`src/rtl/ivu_pkg.sv`:
```
package ivu_pkg;
  localparam int N_CAUSE = 16;
  localparam int IDX_W   = 6;
  localparam int SEL_W   = $clog2(N_CAUSE);

  // machine-state enable bit positions
  localparam int MSR_DE = 9;
  localparam int MSR_ME = 12;
  localparam int MSR_EE = 15;
  localparam int MSR_CE = 17;

  // request bit positions with fixed priority
  localparam int C_CRIT = 0;
  localparam int C_MCHK = 1;
  localparam int C_WDOG = 12;
  localparam int C_DBG  = 15;

  localparam logic [N_CAUSE-1:0] SYN_MASK  = 16'h63EC;
  localparam logic [N_CAUSE-1:0] DEAR_MASK = 16'h2024;

  localparam int SPR_PFX  = 'h01;
  localparam int SPR_MSR  = 'h02;
  localparam int SPR_OFS0 = 'h40;

  typedef enum logic [1:0] {CLS_BASE, CLS_CRIT, CLS_DBG} cls_e;

  function automatic logic [IDX_W-1:0] cause_idx(input int k);
    if (k == 8) return IDX_W'(32);
    if (k == 9) return IDX_W'(33);
    return IDX_W'(k);
  endfunction

  function automatic cls_e cause_cls(input int k);
    if (k == C_DBG) return CLS_DBG;
    if (k == C_MCHK || k == C_CRIT || k == C_WDOG) return CLS_CRIT;
    return CLS_BASE;
  endfunction
endpackage

```
`src/rtl/ivu_pick.sv`:
```
module ivu_pick
  import ivu_pkg::*;
(
  input  logic               clk_i,
  input  logic               rst_ni,
  input  logic [N_CAUSE-1:0] req_i,
  input  logic               en_base_i,
  input  logic               en_crit_i,
  input  logic               en_mchk_i,
  input  logic               en_dbg_i,
  output logic               valid_o,
  output logic [SEL_W-1:0]   sel_o,
  output cls_e               cls_o
);
  logic [N_CAUSE-1:0] gated;
  logic [N_CAUSE-1:0] pick_oh;

  for (genvar k = 0; k < N_CAUSE; k++) begin : g_gate
    if (k == C_MCHK) begin : g_m
      assign gated[k] = req_i[k] & en_mchk_i;
    end else if (k == C_DBG) begin : g_d
      assign gated[k] = req_i[k] & en_dbg_i;
    end else if (k == C_CRIT || k == C_WDOG) begin : g_c
      assign gated[k] = req_i[k] & en_crit_i;
    end else begin : g_b
      assign gated[k] = req_i[k] & en_base_i;
    end
  end

  always_comb begin
    valid_o = |gated;
    sel_o   = '0;
    if (gated[C_MCHK])      sel_o = SEL_W'(C_MCHK);
    else if (gated[C_DBG])  sel_o = SEL_W'(C_DBG);
    else if (gated[C_CRIT]) sel_o = SEL_W'(C_CRIT);
    else if (gated[C_WDOG]) sel_o = SEL_W'(C_WDOG);
    else begin
      for (int k = N_CAUSE - 1; k >= 0; k--)
        if (gated[k]) sel_o = SEL_W'(k);
    end
    cls_o   = cause_cls(int'(sel_o));
    pick_oh = valid_o ? (N_CAUSE'(1) << sel_o) : '0;
  end


  pick_onehot_chk: assert property (@(posedge clk_i) disable iff (!rst_ni)
    $onehot0(pick_oh) && ((pick_oh & ~req_i) == '0));

  base_mask_chk: assert property (@(posedge clk_i) disable iff (!rst_ni)
    !en_base_i |-> !(valid_o && cls_o == CLS_BASE));

  dbg_mask_chk: assert property (@(posedge clk_i) disable iff (!rst_ni)
    !en_dbg_i |-> !(valid_o && cls_o == CLS_DBG));
endmodule

```
`src/rtl/ivu_vtab.sv`:
```
module ivu_vtab
  import ivu_pkg::*;
#(
  parameter int PFX_W  = 16,
  parameter int OFS_W  = 12,
  parameter int SPR_AW = 7,
  localparam int ALN_W = 4,
  localparam int XLEN  = PFX_W + OFS_W + ALN_W
) (
  input  logic              clk_i,
  input  logic              spr_we_i,
  input  logic [SPR_AW-1:0] spr_addr_i,
  input  logic [XLEN-1:0]   spr_wdata_i,
  input  logic [SEL_W-1:0]  sel_i,
  output logic [XLEN-1:0]   target_o
);
  logic [PFX_W-1:0]                pfx_q;
  logic [N_CAUSE-1:0][OFS_W-1:0]   ofs_q;
  logic                            unused_lo;

  assign unused_lo = ^spr_wdata_i[ALN_W-1:0];

  // no reset: software must program before use
  always_ff @(posedge clk_i)
    if (spr_we_i && spr_addr_i == SPR_AW'(SPR_PFX))
      pfx_q <= spr_wdata_i[XLEN-1 -: PFX_W];

  for (genvar k = 0; k < N_CAUSE; k++) begin : g_slot
    localparam logic [SPR_AW-1:0] SLOT_A = SPR_AW'(SPR_OFS0 + int'(cause_idx(k)));
    logic [OFS_W-1:0] slot_q;
    always_ff @(posedge clk_i)
      if (spr_we_i && spr_addr_i == SLOT_A)
        slot_q <= spr_wdata_i[ALN_W +: OFS_W];
    assign ofs_q[k] = slot_q;
  end

  assign target_o = {pfx_q, ofs_q[sel_i], {ALN_W{1'b0}}};
endmodule

```
`src/rtl/ivu_state.sv`:
```
module ivu_state
  import ivu_pkg::*;
#(
  parameter int XLEN   = 32,
  parameter int SPR_AW = 7
) (
  input  logic              clk_i,
  input  logic              rst_ni,
  input  logic              ent_i,
  input  cls_e              cls_i,
  input  logic [SEL_W-1:0]  sel_i,
  input  logic [XLEN-1:0]   vec_i,
  input  logic [XLEN-1:0]   epc_i,
  input  logic [XLEN-1:0]   syn_i,
  input  logic [XLEN-1:0]   mcsyn_i,
  input  logic [XLEN-1:0]   fault_addr_i,
  input  logic              ret_base_i,
  input  logic              ret_crit_i,
  input  logic              ret_dbg_i,
  input  logic              spr_we_i,
  input  logic [SPR_AW-1:0] spr_addr_i,
  input  logic [XLEN-1:0]   spr_wdata_i,
  output logic              taken_o,
  output logic              redirect_o,
  output logic [XLEN-1:0]   target_o,
  output logic [IDX_W-1:0]  cause_o,
  output logic [XLEN-1:0]   msr_o,
  output logic [XLEN-1:0]   srr0_o,
  output logic [XLEN-1:0]   srr1_o,
  output logic [XLEN-1:0]   csrr0_o,
  output logic [XLEN-1:0]   csrr1_o,
  output logic [XLEN-1:0]   dsrr0_o,
  output logic [XLEN-1:0]   dsrr1_o,
  output logic [XLEN-1:0]   esr_o,
  output logic [XLEN-1:0]   dear_o,
  output logic [XLEN-1:0]   mcsr_o
);
  logic            taken_q, redir_q;
  logic [XLEN-1:0] tgt_q, msr_q, srr0_q, srr1_q, csrr0_q, csrr1_q, dsrr0_q, dsrr1_q;
  logic [XLEN-1:0] esr_q, dear_q, mcsr_q;
  logic [IDX_W-1:0] cause_q;

  always_ff @(posedge clk_i or negedge rst_ni) begin
    if (!rst_ni) begin
      taken_q <= 1'b0; redir_q <= 1'b0; tgt_q <= '0; cause_q <= '0;
      msr_q <= '0; srr0_q <= '0; srr1_q <= '0; csrr0_q <= '0; csrr1_q <= '0;
      dsrr0_q <= '0; dsrr1_q <= '0; esr_q <= '0; dear_q <= '0; mcsr_q <= '0;
    end else begin
      taken_q <= 1'b0;
      redir_q <= 1'b0;
      if (ent_i) begin
        taken_q <= 1'b1;
        redir_q <= 1'b1;
        tgt_q   <= vec_i;
        cause_q <= cause_idx(int'(sel_i));
        unique case (cls_i)
          CLS_CRIT: begin
            csrr0_q <= epc_i;
            csrr1_q <= msr_q;
            msr_q[MSR_ME] <= 1'b0;
            msr_q[MSR_CE] <= 1'b0;
            msr_q[MSR_EE] <= 1'b0;
            if (sel_i == SEL_W'(C_MCHK)) mcsr_q <= mcsyn_i;
          end
          CLS_DBG: begin
            dsrr0_q <= epc_i;
            dsrr1_q <= msr_q;
            msr_q[MSR_DE] <= 1'b0;
            msr_q[MSR_CE] <= 1'b0;
            msr_q[MSR_EE] <= 1'b0;
          end
          default: begin
            srr0_q <= epc_i;
            srr1_q <= msr_q;
            msr_q[MSR_EE] <= 1'b0;
            if (SYN_MASK[sel_i])  esr_q  <= syn_i;
            if (DEAR_MASK[sel_i]) dear_q <= fault_addr_i;
          end
        endcase
      end else if (ret_dbg_i) begin
        msr_q <= dsrr1_q; redir_q <= 1'b1; tgt_q <= dsrr0_q;
      end else if (ret_crit_i) begin
        msr_q <= csrr1_q; redir_q <= 1'b1; tgt_q <= csrr0_q;
      end else if (ret_base_i) begin
        msr_q <= srr1_q;  redir_q <= 1'b1; tgt_q <= srr0_q;
      end else if (spr_we_i && spr_addr_i == SPR_AW'(SPR_MSR)) begin
        msr_q <= spr_wdata_i;
      end
    end
  end

  assign taken_o = taken_q;   assign redirect_o = redir_q;
  assign target_o = tgt_q;    assign cause_o = cause_q;
  assign msr_o = msr_q;       assign srr0_o = srr0_q;   assign srr1_o = srr1_q;
  assign csrr0_o = csrr0_q;   assign csrr1_o = csrr1_q;
  assign dsrr0_o = dsrr0_q;   assign dsrr1_o = dsrr1_q;
  assign esr_o = esr_q;       assign dear_o = dear_q;   assign mcsr_o = mcsr_q;


  base_ee_clear_chk: assert property (@(posedge clk_i) disable iff (!rst_ni)
    (ent_i && cls_i == CLS_BASE) |=> !msr_q[MSR_EE] && srr1_q == $past(msr_q));

  crit_save_chk: assert property (@(posedge clk_i) disable iff (!rst_ni)
    (ent_i && cls_i == CLS_CRIT) |=> csrr1_q == $past(msr_q) && !msr_q[MSR_CE]);

  dbg_save_chk: assert property (@(posedge clk_i) disable iff (!rst_ni)
    (ent_i && cls_i == CLS_DBG) |=> dsrr1_q == $past(msr_q) && !msr_q[MSR_DE]);

  ret_base_restore_chk: assert property (@(posedge clk_i) disable iff (!rst_ni)
    (!ent_i && ret_base_i && !ret_crit_i && !ret_dbg_i) |=> msr_q == $past(srr1_q) && !taken_q);
endmodule

```
`src/rtl/irq_vector_unit.sv`:
```
module irq_vector_unit
  import ivu_pkg::*;
#(
  parameter int PFX_W  = 16,
  parameter int OFS_W  = 12,
  parameter int SPR_AW = 7,
  localparam int XLEN  = PFX_W + OFS_W + 4
) (
  input  logic               clk_i,
  input  logic               rst_ni,
  input  logic               spr_we_i,
  input  logic [SPR_AW-1:0]  spr_addr_i,
  input  logic [XLEN-1:0]    spr_wdata_i,
  input  logic [N_CAUSE-1:0] req_i,
  input  logic [XLEN-1:0]    epc_i,
  input  logic [XLEN-1:0]    syn_i,
  input  logic [XLEN-1:0]    mcsyn_i,
  input  logic [XLEN-1:0]    fault_addr_i,
  input  logic               ret_base_i,
  input  logic               ret_crit_i,
  input  logic               ret_dbg_i,
  output logic               taken_o,
  output logic               redirect_o,
  output logic [XLEN-1:0]    target_o,
  output logic [IDX_W-1:0]   cause_o,
  output logic [XLEN-1:0]    msr_o,
  output logic [XLEN-1:0]    srr0_o,
  output logic [XLEN-1:0]    srr1_o,
  output logic [XLEN-1:0]    csrr0_o,
  output logic [XLEN-1:0]    csrr1_o,
  output logic [XLEN-1:0]    dsrr0_o,
  output logic [XLEN-1:0]    dsrr1_o,
  output logic [XLEN-1:0]    esr_o,
  output logic [XLEN-1:0]    dear_o,
  output logic [XLEN-1:0]    mcsr_o
);
  logic             ent;
  logic [SEL_W-1:0] sel;
  cls_e             cls;
  logic [XLEN-1:0]  vec;

  ivu_pick u_pick (
    .clk_i, .rst_ni, .req_i,
    .en_base_i (msr_o[MSR_EE]),
    .en_crit_i (msr_o[MSR_CE]),
    .en_mchk_i (msr_o[MSR_ME]),
    .en_dbg_i  (msr_o[MSR_DE]),
    .valid_o   (ent),
    .sel_o     (sel),
    .cls_o     (cls)
  );

  ivu_vtab #(.PFX_W(PFX_W), .OFS_W(OFS_W), .SPR_AW(SPR_AW)) u_vtab (
    .clk_i, .spr_we_i, .spr_addr_i, .spr_wdata_i,
    .sel_i    (sel),
    .target_o (vec)
  );

  ivu_state #(.XLEN(XLEN), .SPR_AW(SPR_AW)) u_state (
    .clk_i, .rst_ni,
    .ent_i (ent), .cls_i (cls), .sel_i (sel), .vec_i (vec),
    .epc_i, .syn_i, .mcsyn_i, .fault_addr_i,
    .ret_base_i, .ret_crit_i, .ret_dbg_i,
    .spr_we_i, .spr_addr_i, .spr_wdata_i,
    .taken_o, .redirect_o, .target_o, .cause_o, .msr_o,
    .srr0_o, .srr1_o, .csrr0_o, .csrr1_o, .dsrr0_o, .dsrr1_o,
    .esr_o, .dear_o, .mcsr_o
  );
endmodule

```
`config.mk`:
```
export PLATFORM = sky130hd
export DESIGN_NAME = irq_vector_unit
export DESIGN_NICKNAME = d
export VERILOG_FILES = /design/src/rtl/ivu_pkg.sv /design/src/rtl/ivu_pick.sv /design/src/rtl/ivu_vtab.sv /design/src/rtl/ivu_state.sv /design/src/rtl/irq_vector_unit.sv
export SDC_FILE = /design/constraint.sdc
export NUM_CORES = 1
export LEC_CHECK = 0
export BUFFER_PORTS_ARGS = -buffer_cell sky130_fd_sc_hd__buf_4
export CORE_AREA = 2 2 211 213
export DETAILED_ROUTE_END_ITERATION = 12
export DIE_AREA = 0 0 213 215
export PLACE_DENSITY = 0.84
export SETUP_SLACK_MARGIN = 0.1
export SKIP_LAST_GASP = 1
export SYNTH_ARGS = -nofsm -noshare
export SYNTH_HDL_FRONTEND = slang
export SYNTH_HIERARCHICAL = 1
export SYNTH_SLANG_ARGS = --single-unit
```
`constraint.sdc`:
```
create_clock -name clk_i -period 6.3 [get_ports clk_i]
set_input_delay 1.26 -clock clk_i [delete_from_list [all_inputs] [get_ports clk_i]]
set_output_delay 1.26 -clock clk_i [all_outputs]
set_load 0.1 [all_outputs]
```
==> impl_summary.log <==
[metrics] Post-Syn Instances: 1481
[metrics] instance area at placement: 28300 µm²
[metrics] most common cell after layout, fill and taps aside: buf_4
[metrics] arrival time at the worst endpoint: 5.06 ns
[metrics] cell total after placement: 2559
[metrics] delay contributed by the slowest stage of the critical path: between 0.8 and 0.9 ns
[metrics] Max Clock Skew: ~0.017 ns
[metrics] maximum number of pins on one net before global-route repair: 134
[metrics] Die W: 213 µm
[metrics] TritonCTS clock tree: yes
[metrics] number of buffers created by CTS: 57
[metrics] actual transition at the worst max-transition pin: 1.32 ns
[metrics] Gates resized, CTS repair: 0
[metrics] clock-pin slew of the registers on the worst-case setup and hold paths: about 0.060 ns
[metrics] total vias in the final route: 15589
[metrics] Die Span Y: 215 µm
[metrics] Placer Congestion: 0.896
[metrics] area overhead of the layout relative to synthesis: 28.3%
[metrics] path type of the worst setup path: in2reg
[metrics] initial antenna violation count: 4
[metrics] count of nets after finishing: 2220
[metrics] final hold slack: 0.478 ns
[metrics] number of DRC violations after detailed-routing iteration 0: 1562
[metrics] first-pass GRT wire length: 103 mm
[metrics] initial core utilization: 54.0%
[metrics] area of all placed cells without fillers: between 30000 and 40000 µm²
[metrics] clock network latency to the later pin of the worst-skew pair: 0.62 ns
[metrics] Worst Setup SP: req_i[5]
[metrics] share of post-route cells with drive strength above 1: 52.4%
[metrics] number of global-route vias before repair: 16024
[metrics] result of the run: finished, final reports clean
[metrics] Maximum Capacitance Violations: 0
[metrics] netlist area before placement: 23600 µm²
[metrics] core region area: 43600 µm²
[metrics] number of core rows: 77
[metrics] Final Hold Vio Count: 0
[metrics] share of synthesized registers carrying an async set or reset: 63.3%
[metrics] time the final worst path needs with I/O delays and setup: roughly 4.6 ns
[metrics] CP startpoint kind: input port
[metrics] First-pass DRT Iterations: 8
[metrics] synthesis warning total: 6
[metrics] root buffer selected by CTS: clkbuf_16
[metrics] Post-Synthesis Mean Instance Area: 15.9 µm²
[metrics] Hold Path Class: reg2reg
[metrics] count of nets left with antenna violations after detail routing: 0
[metrics] final period utilization: ~73%
[metrics] per-cell routed wire length: 26.3 µm
[metrics] pins over their slew limit: 0
[metrics] GRT overflow: 0
[metrics] startpoint of the worst-slack reg-to-reg timing path: u_state/msr_o[15]
[metrics] count of cell types in the netlist: 60
[metrics] CP endpoint kind: register
[metrics] highest attainable clock frequency: 219 MHz
[metrics] slowest stage cell, crit path: nor2_4
[metrics] input/output buffers: 547
[metrics] # hold bufs at CTS: 0
[metrics] DRC errors left: 0
[metrics] final instance count without filler cells: around 2700
[metrics] sequential element share of the synthesized area: 64.6%
[metrics] number of H-tree levels: 2
[metrics] chain of cells forming the critical path: buf_4 > nor4_2 > nand3_1 > a31oi_2 > a211oi_1 > nor3_2 > inv_1 > ha_1 > nand2_4 > nor2_4 > mux2_2
[metrics] setup repair after global routing missed its margin: no
[metrics] Rel. slew slack: between 10 and 15%
[metrics] maximum net fanout on the critical path: 32
[metrics] Data required, critical path: 6.79 ns
[metrics] all-layer global routing usage: between 30% and 40%
[metrics] reg-to-reg setup timing slack: 1.92 ns
[metrics] via/cell ratio: about 6
[metrics] number of flops mapped to enable cells by yosys: between 200 and 250
[metrics] die footprint: 45800 µm²
[metrics] flop and latch count out of synthesis: 567
[metrics] Most used DFF post-synth: dfrtp_1
[metrics] buffer count from post-CTS setup fixing: 0
[metrics] # setup viols final: 0
[metrics] count of boundary I/O pins: 549
[metrics] routed wire length: around 70 mm
[metrics] top library cells by usage in the layout, fill and taps aside: buf_4 (573), dfrtp_1 (359), mux2_2 (358), edfxtp_1 (208), a22oi_1 (76)
[metrics] setup_tns: 0 ns
[metrics] endpoint of the worst setup timing path: u_state/dear_o[29]
[metrics] post-DP HPWL: 48.2 mm
[metrics] depth of the most critical reg-to-reg path: 10
[metrics] sinks on the clock net: 567
[metrics] endpoint of the most critical register-to-register path: u_state/dear_o[29]
[metrics] Longest Clk Path Bufs: 3
state kept, by name (all words and copies together) (netlist names):
register / count
u_state/cause_o: 5
u_state/csrr0_o: 32
u_state/csrr1_o: 32
u_state/dear_o: 32
u_state/dsrr0_o: 32
u_state/dsrr1_o: 32
u_state/esr_o: 32
u_state/mcsr_o: 32
u_state/msr_o: 32
u_state/redirect_o: 1
u_state/srr0_o: 32
u_state/srr1_o: 32
u_state/taken_o: 1
u_state/target_o: 32
u_vtab/g_slot.slot_q: 192
u_vtab/pfx_q: 16
per-layer routing:
layer | part of all wire [%] | routed length, µm | track usage [%] | vias to the layer above
met5 | 0 | 0 | 0.323 | -
met3 | 10 | 7010 | 8.88 | 159
li1 | - | - | - | 6683
met1 | 38 | 26400 | 38.4 | 7936
met2 | 48 | 33400 | 48.1 | 811
met4 | 4.8 | 3390 | 14.7 | 0
cell type report:
type | instances | area (µm²)
Sequential cell | 567 | 15200
Fill cell | 2862 | 13400
Multi-Input combinational cell | 809 | 7870
Timing Repair Buffer | 576 | 4360
Clock buffer | 72 | 1520
Tap cell | 592 | 741
Clock inverter | 36 | 458
Inverter | 15 | 56.3
Antenna cell | 3 | 7.51
how the worst min path moves through the flow:
stage	cells after the start	end	start
2_1_floorplan	1	u_state/target_o[16]	u_vtab/pfx_q[0]
3_3_place_gp	1	u_state/target_o[31]	u_vtab/pfx_q[15]
3_5_place_dp	1	u_state/target_o[22]	u_vtab/pfx_q[6]
4_1_cts	1	u_state/target_o[21]	u_vtab/pfx_q[5]
5_1_grt	1	u_state/target_o[27]	u_vtab/pfx_q[11]
6_report	1	u_state/target_o[21]	u_vtab/pfx_q[5]
synthesized netlist by cell type (3+ instances only):
| cell | n | area [µm²] |
|---|---|---|
| nor2b_1 | 18 | 113 |
| buf_4 | 12 | 90.1 |
| nand3_1 | 4 | 20.0 |
| o21ai_1 | 8 | 40.0 |
| o21ai_0 | 57 | 285 |
| buf_2 | 45 | 225 |
| mux2_2 | 358 | 4030 |
| inv_1 | 15 | 56.3 |
| buf_1 | 4 | 15.0 |
| edfxtp_1 | 208 | 6250 |
| nand3b_1 | 10 | 75.1 |
| nand2b_1 | 5 | 31.3 |
| a21oi_1 | 42 | 210 |
| ha_1 | 5 | 62.6 |
| a22oi_1 | 76 | 571 |
| dfrtp_1 | 359 | 8980 |
| clkbuf_1 | 28 | 105 |
| mux4_1 | 15 | 394 |
| nand2_1 | 67 | 251 |
| mux2i_1 | 30 | 300 |
| nor2_1 | 18 | 67.6 |
| mux4_2 | 33 | 743 |
| a211o_1 | 3 | 26.3 |
| mux2_4 | 9 | 135 |
| nor3_1 | 6 | 30.0 |
metrics by stage:
stage,setup slack [ns],util (%)
CTS,1.82,69.3
global route,1.49,69.3
finish,1.73,69.3
detailed placement,1.19,64.7
global placement,1.40,64.7
floorplan,2.43,-
worst max-delay path: cells and delay by family:
family,cells,cell delay [ns]
buf+inv,2,0.21
mux,1,0.44
compound gates,2,0.82
fa+ha+maj,1,0.36
simple gates,5,1.91
kinds of logic (layout without fill, tap and decap cells):
logic type      count (synthesis)  after routing  synth area share [%]
flops                         567            567                  64.6
mux                           447            447                  23.9
compound gates                207            207                  5.63
simple gates                  145            145                  3.24
buf+inv                       108            699                  2.35
fa+ha+maj                       5              5                 0.265
other cells                     2              8                0.0319
Power is not shown: default switching activity piles up to over one toggle a cycle in this logic, so the estimate is an artifact.
